==> src/rtl/bg_delta_formatter.sv <==
module bg_delta_formatter #(
  parameter int PW     = 8,
  parameter int CW     = 16,
  parameter int BLK    = 8,
  parameter int QDEPTH = 4
) (
  input  logic          clk,
  input  logic          rst_n,
  input  logic          pix_valid,
  input  logic          pix_first,
  input  logic          pix_bg,
  input  logic [PW-1:0] pix_data,
  output logic          smp_valid,
  output logic [PW:0]   smp_data,
  input  logic          coef_in_valid,
  input  logic          coef_in_first,
  input  logic [CW-1:0] coef_in_data,
  output logic          coef_out_valid,
  output logic          coef_out_first,
  output logic [CW-1:0] coef_out_data
);
  localparam int AW    = $clog2(QDEPTH);
  localparam int SHIFT = $clog2(BLK);
  localparam int PADW  = CW - PW - SHIFT;

  logic [PW-1:0] ref_q;
  logic          bg_q;
  logic [PW-1:0] q_ref [QDEPTH];
  logic          q_bg  [QDEPTH];
  logic [AW:0]   wr_ptr, rd_ptr;

  wire          push    = pix_valid & pix_first;
  wire          pop     = coef_in_valid & coef_in_first;
  wire [AW:0]   count   = wr_ptr - rd_ptr;
  wire          q_empty = (count == '0);
  wire          q_full  = (count == (AW+1)'(QDEPTH));

  wire [PW-1:0] cur_ref = pix_first ? pix_data : ref_q;
  wire          cur_bg  = pix_first ? pix_bg : bg_q;
  wire [PW:0]   raw     = {1'b0, pix_data};
  wire [PW:0]   delta   = raw - {1'b0, cur_ref};

  wire [PW-1:0] head_ref = q_ref[rd_ptr[AW-1:0]];
  wire          head_bg  = q_bg[rd_ptr[AW-1:0]];
  wire [CW-1:0] dc_add   = {{PADW{1'b0}}, head_ref, {SHIFT{1'b0}}};
  wire          fix_dc   = pop & ~q_empty & head_bg;

  always_ff @(posedge clk) begin
    if (!rst_n) begin
      ref_q     <= '0;
      bg_q      <= 1'b0;
      smp_valid <= 1'b0;
      smp_data  <= '0;
    end else begin
      smp_valid <= pix_valid;
      if (pix_valid) smp_data <= cur_bg ? delta : raw;
      if (push) begin
        ref_q <= pix_data;
        bg_q  <= pix_bg;
      end
    end
  end

  always_ff @(posedge clk) begin
    if (!rst_n) begin
      wr_ptr <= '0;
      rd_ptr <= '0;
    end else begin
      if (push) wr_ptr <= wr_ptr + 1'b1;
      if (pop && !q_empty) rd_ptr <= rd_ptr + 1'b1;
    end
  end

  always_ff @(posedge clk) begin
    if (push) begin
      q_ref[wr_ptr[AW-1:0]] <= pix_data;
      q_bg[wr_ptr[AW-1:0]]  <= pix_bg;
    end
  end

  always_ff @(posedge clk) begin
    if (!rst_n) begin
      coef_out_valid <= 1'b0;
      coef_out_first <= 1'b0;
      coef_out_data  <= '0;
    end else begin
      coef_out_valid <= coef_in_valid;
      coef_out_first <= coef_in_valid & coef_in_first;
      if (coef_in_valid) coef_out_data <= fix_dc ? coef_in_data + dc_add : coef_in_data;
    end
  end

  p_lat_r1: assert property (@(posedge clk) disable iff (!rst_n)
    pix_valid |=> smp_valid);
  p_obj_raw_r1: assert property (@(posedge clk) disable iff (!rst_n)
    pix_valid && pix_first && !pix_bg |=> smp_data == {1'b0, $past(pix_data)});
  p_first_zero_r3: assert property (@(posedge clk) disable iff (!rst_n)
    pix_valid && pix_first && pix_bg |=> smp_data == '0);
  p_ac_pass_r6: assert property (@(posedge clk) disable iff (!rst_n)
    coef_in_valid && !coef_in_first |=> coef_out_valid && !coef_out_first
                                        && coef_out_data == $past(coef_in_data));
  p_no_overflow_r7: assert property (@(posedge clk) disable iff (!rst_n)
    !(push && q_full && !pop));
  p_no_underflow_r7: assert property (@(posedge clk) disable iff (!rst_n)
    pop |-> !q_empty);
  p_rst_idle_r8: assert property (@(posedge clk)
    !rst_n |=> !smp_valid && !coef_out_valid);
endmodule

==> config.mk <==
export PLATFORM = sky130hd
export DESIGN_NAME = bg_delta_formatter
export DESIGN_NICKNAME = d
export VERILOG_FILES = /design/src/rtl/bg_delta_formatter.sv
export SDC_FILE = /design/constraint.sdc
export NUM_CORES = 1
export LEC_CHECK = 0
export CORE_MARGIN = 10
export CORE_UTILIZATION = 59
export DETAILED_ROUTE_END_ITERATION = 10
export PLACE_DENSITY = 0.95
export SKIP_CTS_REPAIR_TIMING = 1
export SLEW_MARGIN = 20
export SYNTH_ARGS = -nofsm -noshare
export SYNTH_HDL_FRONTEND = slang
export SYNTH_SLANG_ARGS = --single-unit
==> constraint.sdc <==
create_clock -name clk -period 5.6 [get_ports clk]
set_clock_uncertainty 0.1 [all_clocks]
set_input_delay 1.12 -clock clk [delete_from_list [all_inputs] [get_ports clk]]
set_output_delay 1.12 -clock clk [all_outputs]
set_load 0.05 [all_outputs]
# ---- Yosys cells after proc, flatten, opt, wreduce, memory -nomap -nowiden
# Memories as Yosys holds them, arrays and structs flattened. A register that Yosys moved wholly into a read port is not among the register bits.
# Cells that the tools add are included.
dict set report word_totals {
  ff_bits 43
  latch_bits 0
  mem_bits_rw 36
  romBits 0
  in_bits 31
  out_inout_bits 28
  memories 2
}
# memory depth word_bits rd rd_ports_with_merged_regs wr line_no
set memory_table {}
lappend memory_table {q_ref 4 8 1 1 1 28} ;# logic [PW-1:0] q_ref [QDEPTH];
lappend memory_table {q_bg 4 1 1 1 1 29} ;# logic q_bg [QDEPTH];
dict set report op_classes {
  n_addsub 5
  mul 0
  n_div 0
  magnitude_cmp 0
  n_eq_ne 0
  shifts 0
  mux 10
  n_bitwise 5
  reduce_logical 3
}
# op n
set ops {}
lappend ops {{adder 16 x 11 -> 16 bit} 1}
lappend ops {{2-to-1 mux 16 bit} 1}
lappend ops {{2-to-1 mux 9 bit} 1}
lappend ops {{subtractor 8 x 8 -> 9 bit} 1}
lappend ops {{2-to-1 mux 2 bit} 4}
lappend ops {{2-to-1 mux 8 bit} 1}
lappend ops {{adder 3 x 1 -> 3 bit, second input constant} 2}
lappend ops {{bitwise AND 1 bit} 4}
lappend ops {{logical NOT 3 bit} 1}
lappend ops {{2-to-1 mux 1 bit} 3}
lappend ops {{subtractor 3 bit} 1}
lappend ops {{logical AND 1 bit} 1}
lappend ops {{logical NOT 1 bit} 1}
lappend ops {{NOT 1 bit} 1}

# ---- Logic depth before layout (Yosys ltp)
dict set report depth {
  word_depth 6
  ltp_mapped 10
  ltp_nobuf 8
}

# ---- Worst setup path before layout
# OpenSTA, ideal clock, no wires.
dict set report synth_timing {
  path_type {input -> register}
  start {in pix_first}
  end {reg smp_data[5]}
  setup_time_ns 0.091
  t_arrival_ns 3.344
  t_required_ns 5.409
  setup_slack_ns 2.065
  stages 9
  path_buffers 2
  path_cell_list {clkbuf_1 buf_1 mux2i_1 ha_1 nor2b_1 o31a_1 o21ai_0 mux2_2 a311oi_1}
}
dict set report synth_between {
  elab_chain_cells 3
  word_cells_on_any_way 4
  classes_between {add/sub: 1; mux: 3}
}
# element line_no
set synth_rtl {}
lappend synth_rtl {{start: declaration} 10} ;# input logic pix_first,
lappend synth_rtl {{2-to-1 mux 8 bit} 38} ;# wire [PW-1:0] cur_ref = pix_first ? pix_data : ref_q;
lappend synth_rtl {{subtractor 8 x 8 -> 9 bit} 41} ;# wire [PW:0] delta = raw - {1'b0, cur_ref};
lappend synth_rtl {{2-to-1 mux 9 bit *} 56} ;# if (pix_valid) smp_data <= cur_bg ? delta : raw;
lappend synth_rtl {{end signal: assignment} 56}
lappend synth_rtl {{end: declaration} 14} ;# output logic [PW:0] smp_data,
# Mark *: on every way between the ends. The rest lies on a longest branch, timed or not.
# A chain may end at the register's enable or synchronous reset.

# ---- Final worst setup path
# Same ends and word-level chain as after synthesis.

==> summary.md <==
| Metric | Value |
|---|---|
| XOR/XNOR Fraction of Synth Area | 0.0258 |
| Yosys warnings | 0 |
| Reg area | 1980 sq um |
| Initial DRC count | roughly 120 |
| P_leak | about 1.9 nW |
| CTS buffer count | 9 |
| Crit share post-route | 0.671 |
| Critical Path RT | ~5.8 ns |
| Die area | around 11000 sq um |
| Design area | slightly below 5000 sq um |
| Syn avg cell area | between 10 and 15 sq um |
| Vias in the first global route | between 3000 and 4000 |
| Fin Setup TNS | 0 ns |
| Crit-path cells | clkdlybuf4s50_1 -> mux2i_1 -> ha_1 -> nor2b_1 -> o31a_1 -> o21ai_0 -> mux2_2 -> a311oi_1 |
| Antenna violations before repair | 0 |
| Final Power | 0.00140 W |
| First-pass GRT wire length | between 15000 and 20000 microns |
| Period minus WS final | between 3 and 4 ns |
| Total track usage | 0.182 |
| Drt first pass iters | 4 |
| Critical path's slowest cell | clkdlybuf4s50_1 |
| Sequential fraction of the synthesis area | 0.492 |
| Distinct cell type count after synthesis | 56 |
| Slew headroom | 0.357 |
| Core box area | about 6700 sq um |
| Clock root cell | clkbuf_8 |
| Via count | between 3000 and 4000 |
| Max stage delay on crit path | 0.95 ns |
| Area taken by multi-input logic gates | between 1500 and 2000 sq um |
| Syn Inst Count | 359 |
| Total Routed Length | 9240 microns |
| Max frequency | about 0.27 GHz |
| Routed Antenna Nets | 0 |
| Power Dens Cells | ~290 nW/um^2 |
| Slew Viols, Final | 0 |
| Placed instance area | ~4600 sq um |
| Switch Pwr | 0.000401 W |
| Number of remaining DRC errors | 0 |
| Area growth syn-to-layout | 20.7% |
| RSZ-0062 raised after global routing | false |
| Height of the die | ~100 microns |
| Die span in x | about 100 microns |
| Largest net degree at the start of global routing | 32 |
| Register bit total from synthesis | approximately 80 |
| Max-cap violations | 0 |
| H-Tree Depth | 3 |
| Row cnt | 30 |
| Clock share of power | 0.322 |
| Min-Delay Path Class | reg2reg |
| Wire per inst | 18.5 microns |
| # fillers | 450 |
| Max Fanout on Critical Path | 16 |
| Max VDD drop | between 0.15 and 0.2 mV |
| Overflow after GRT | 0 |
| Synth async-reset ratio | 0 |
| Initial Util | 0.600 |
| Clock transition at the registers of the reported paths | ~0.08 ns |
| GPL Wtd Cong | between 0.8 and 0.9 |
| Io pins | just under 60 |
| Largest family of logic cells by synthesized area | compound AO/OA/AOI/OAI gates |
| # port buffers | 58 |
| Share of layout cells above drive strength 1 | 0.0622 |
| CTS max path bufs | 2 |
| Mapped cell area | just over 4000 sq um |
| Worst Path Arrival | 3.90 ns |
| Dominant synthesized flop cell | dfxtp_1 |
| Final HPWL DP | 6510 microns |
| CP Class | in2reg |
| DR vias/cell | 6.04 |
| # diodes | 0 |
| Post-synthesis mux area share | 0.116 |
| Outcome | finished, final reports clean |
| Simple-gate share of the synthesized area | 0.113 |
| Fraction of the mapped netlist area in adder cells | 0.0814 |
| Worst-Margin Slew | ~0.96 ns |
| CTS tree | yes |
| Layout Nets | between 400 and 500 |
| Crit end category | flip-flop |
| Switching part of the total | 0.286 |
| Net Count, Synth | between 400 and 500 |
| Worst skew pair latency | about 0.35 ns |
| Total clock sinks | between 80 and 90 |
| Combinational power share | 0.209 |
| P_int | between 0.001 and 0.0015 W |
| Synth Area in Compound Gates | 0.144 |
| Critical path startpoint category | input port |
| R2R setup slack | between 2 and 2.5 ns |
| EDFF count, synth | 36 |
| Final hold vios | 0 |
| Setup violation total in the final timing report | 0 |
| Sequential power share | 0.469 |
through the flow:
step                      std cells  worst slack [ns]  hold WS [ns]  utilization
after floorplan                 359              2.07         0.334            -
after global placement          482              1.67         0.343        0.691
after detailed placement        482              1.54         0.349        0.691
after CTS                       498              1.89         0.360        0.723
after global routing            498              1.75         0.375        0.723
final                           498              1.84         0.360        0.723
layout make-up:
type | count | share of cell area
inverters | 13 | 0.0100
clock buffers | 13 | 0.0414
multi-input cells | 250 | 0.397
clock inverters | 3 | 0.00335
flip-flops and latches | 81 | 0.408
well taps | 80 | 0.0206
repair buffers | 58 | 0.119
sequential cells by signal, summed over array words and instances, names as in the netlist, named ones only:
name            flops
rd_ptr              3
coef_out_data      16
bg_q                1
coef_out_first      1
q_ref              32
coef_out_valid      1
wr_ptr              3
q_bg                4
smp_data            9
smp_valid           1
ref_q               8
path summary, 6_finish.rpt:
| path | startpoint | to | cells past startpoint |
|---|---|---|---|
| max | pix_first | smp_data[5] | 8 |
| min | ref_q[2] | ref_q[2] | 2 |
| max reg2reg | flip-flop | coef_out_data[11] | 8 |
| min reg2reg | ref_q[2] | ref_q[2] | 2 |
cells in the final DEF, fill, tap and decap left out, types with 7 or more instances in the layout:
cell type        count
dfxtp_1             45
nand2_1             32
mux2i_1             20
mux4_1               8
edfxtp_1            36
o21ai_0             24
nor2_1              24
clkdlybuf4s50_1     58
a21oi_1             17
ha_1                23
inv_1               12
clkbuf_8            11
a31oi_1              7
Yosys cell counts (4+ instances only):
cell | instances | area [sq um]
a211oi_1 | 4 | 30.0
a21o_1 | 4 | 30.0
a21oi_1 | 17 | 85.1
a311oi_1 | 4 | 35.0
a31oi_1 | 7 | 43.8
and3_1 | 5 | 31.3
buf_1 | 5 | 18.8
clkbuf_1 | 7 | 26.3
dfxtp_1 | 45 | 901
edfxtp_1 | 36 | 1080
ha_1 | 23 | 288
inv_1 | 12 | 45.0
mux2i_1 | 20 | 200
mux4_1 | 8 | 210
nand2_1 | 32 | 120
nand3_1 | 6 | 30.0
nor2_1 | 24 | 90.1
nor2b_1 | 4 | 25.0
nor3_1 | 4 | 20.0
o21a_1 | 5 | 37.5
o21ai_0 | 24 | 120
o31ai_1 | 4 | 30.0
or3_1 | 5 | 31.3
or4_1 | 5 | 37.5
xnor2_1 | 6 | 52.6
xor2_1 | 4 | 35.0
logic make-up (layout without fill, tap and decap cells):
group,count (synthesis),after routing
compound gates,87,87
xor+xnor,11,11
fa+ha+maj,25,25
buf+inv,28,87
flops,81,81
mux,32,32
simple gates,95,95
routing by layer:
layer	track usage	wire length, microns
met1	0.215	3970
met4	0.0857	238
met3	0.0436	618
met5	0	0
met2	0.304	4410
power by group through the flow:
stage                     Sequential [W]  Combinational, W  Clock (W)
final                           0.000658          0.000293   0.000452
after global routing            0.000660          0.000319   0.000480
after CTS                       0.000658          0.000293   0.000457
after detailed placement        0.000670          0.000291          0
after global placement          0.000669          0.000281          0
after floorplan                 0.000717          0.000150          0
critical path: cells and delay by family:
kind	cells	cell delay, ns
buffers and inverters	1	0.95
AOI/OAI and AO/OA	3	0.72
muxes	2	0.68
adders and majority gates	1	0.28
and+or+nand+nor	1	0.15
(Power assumes the default switching activity.)
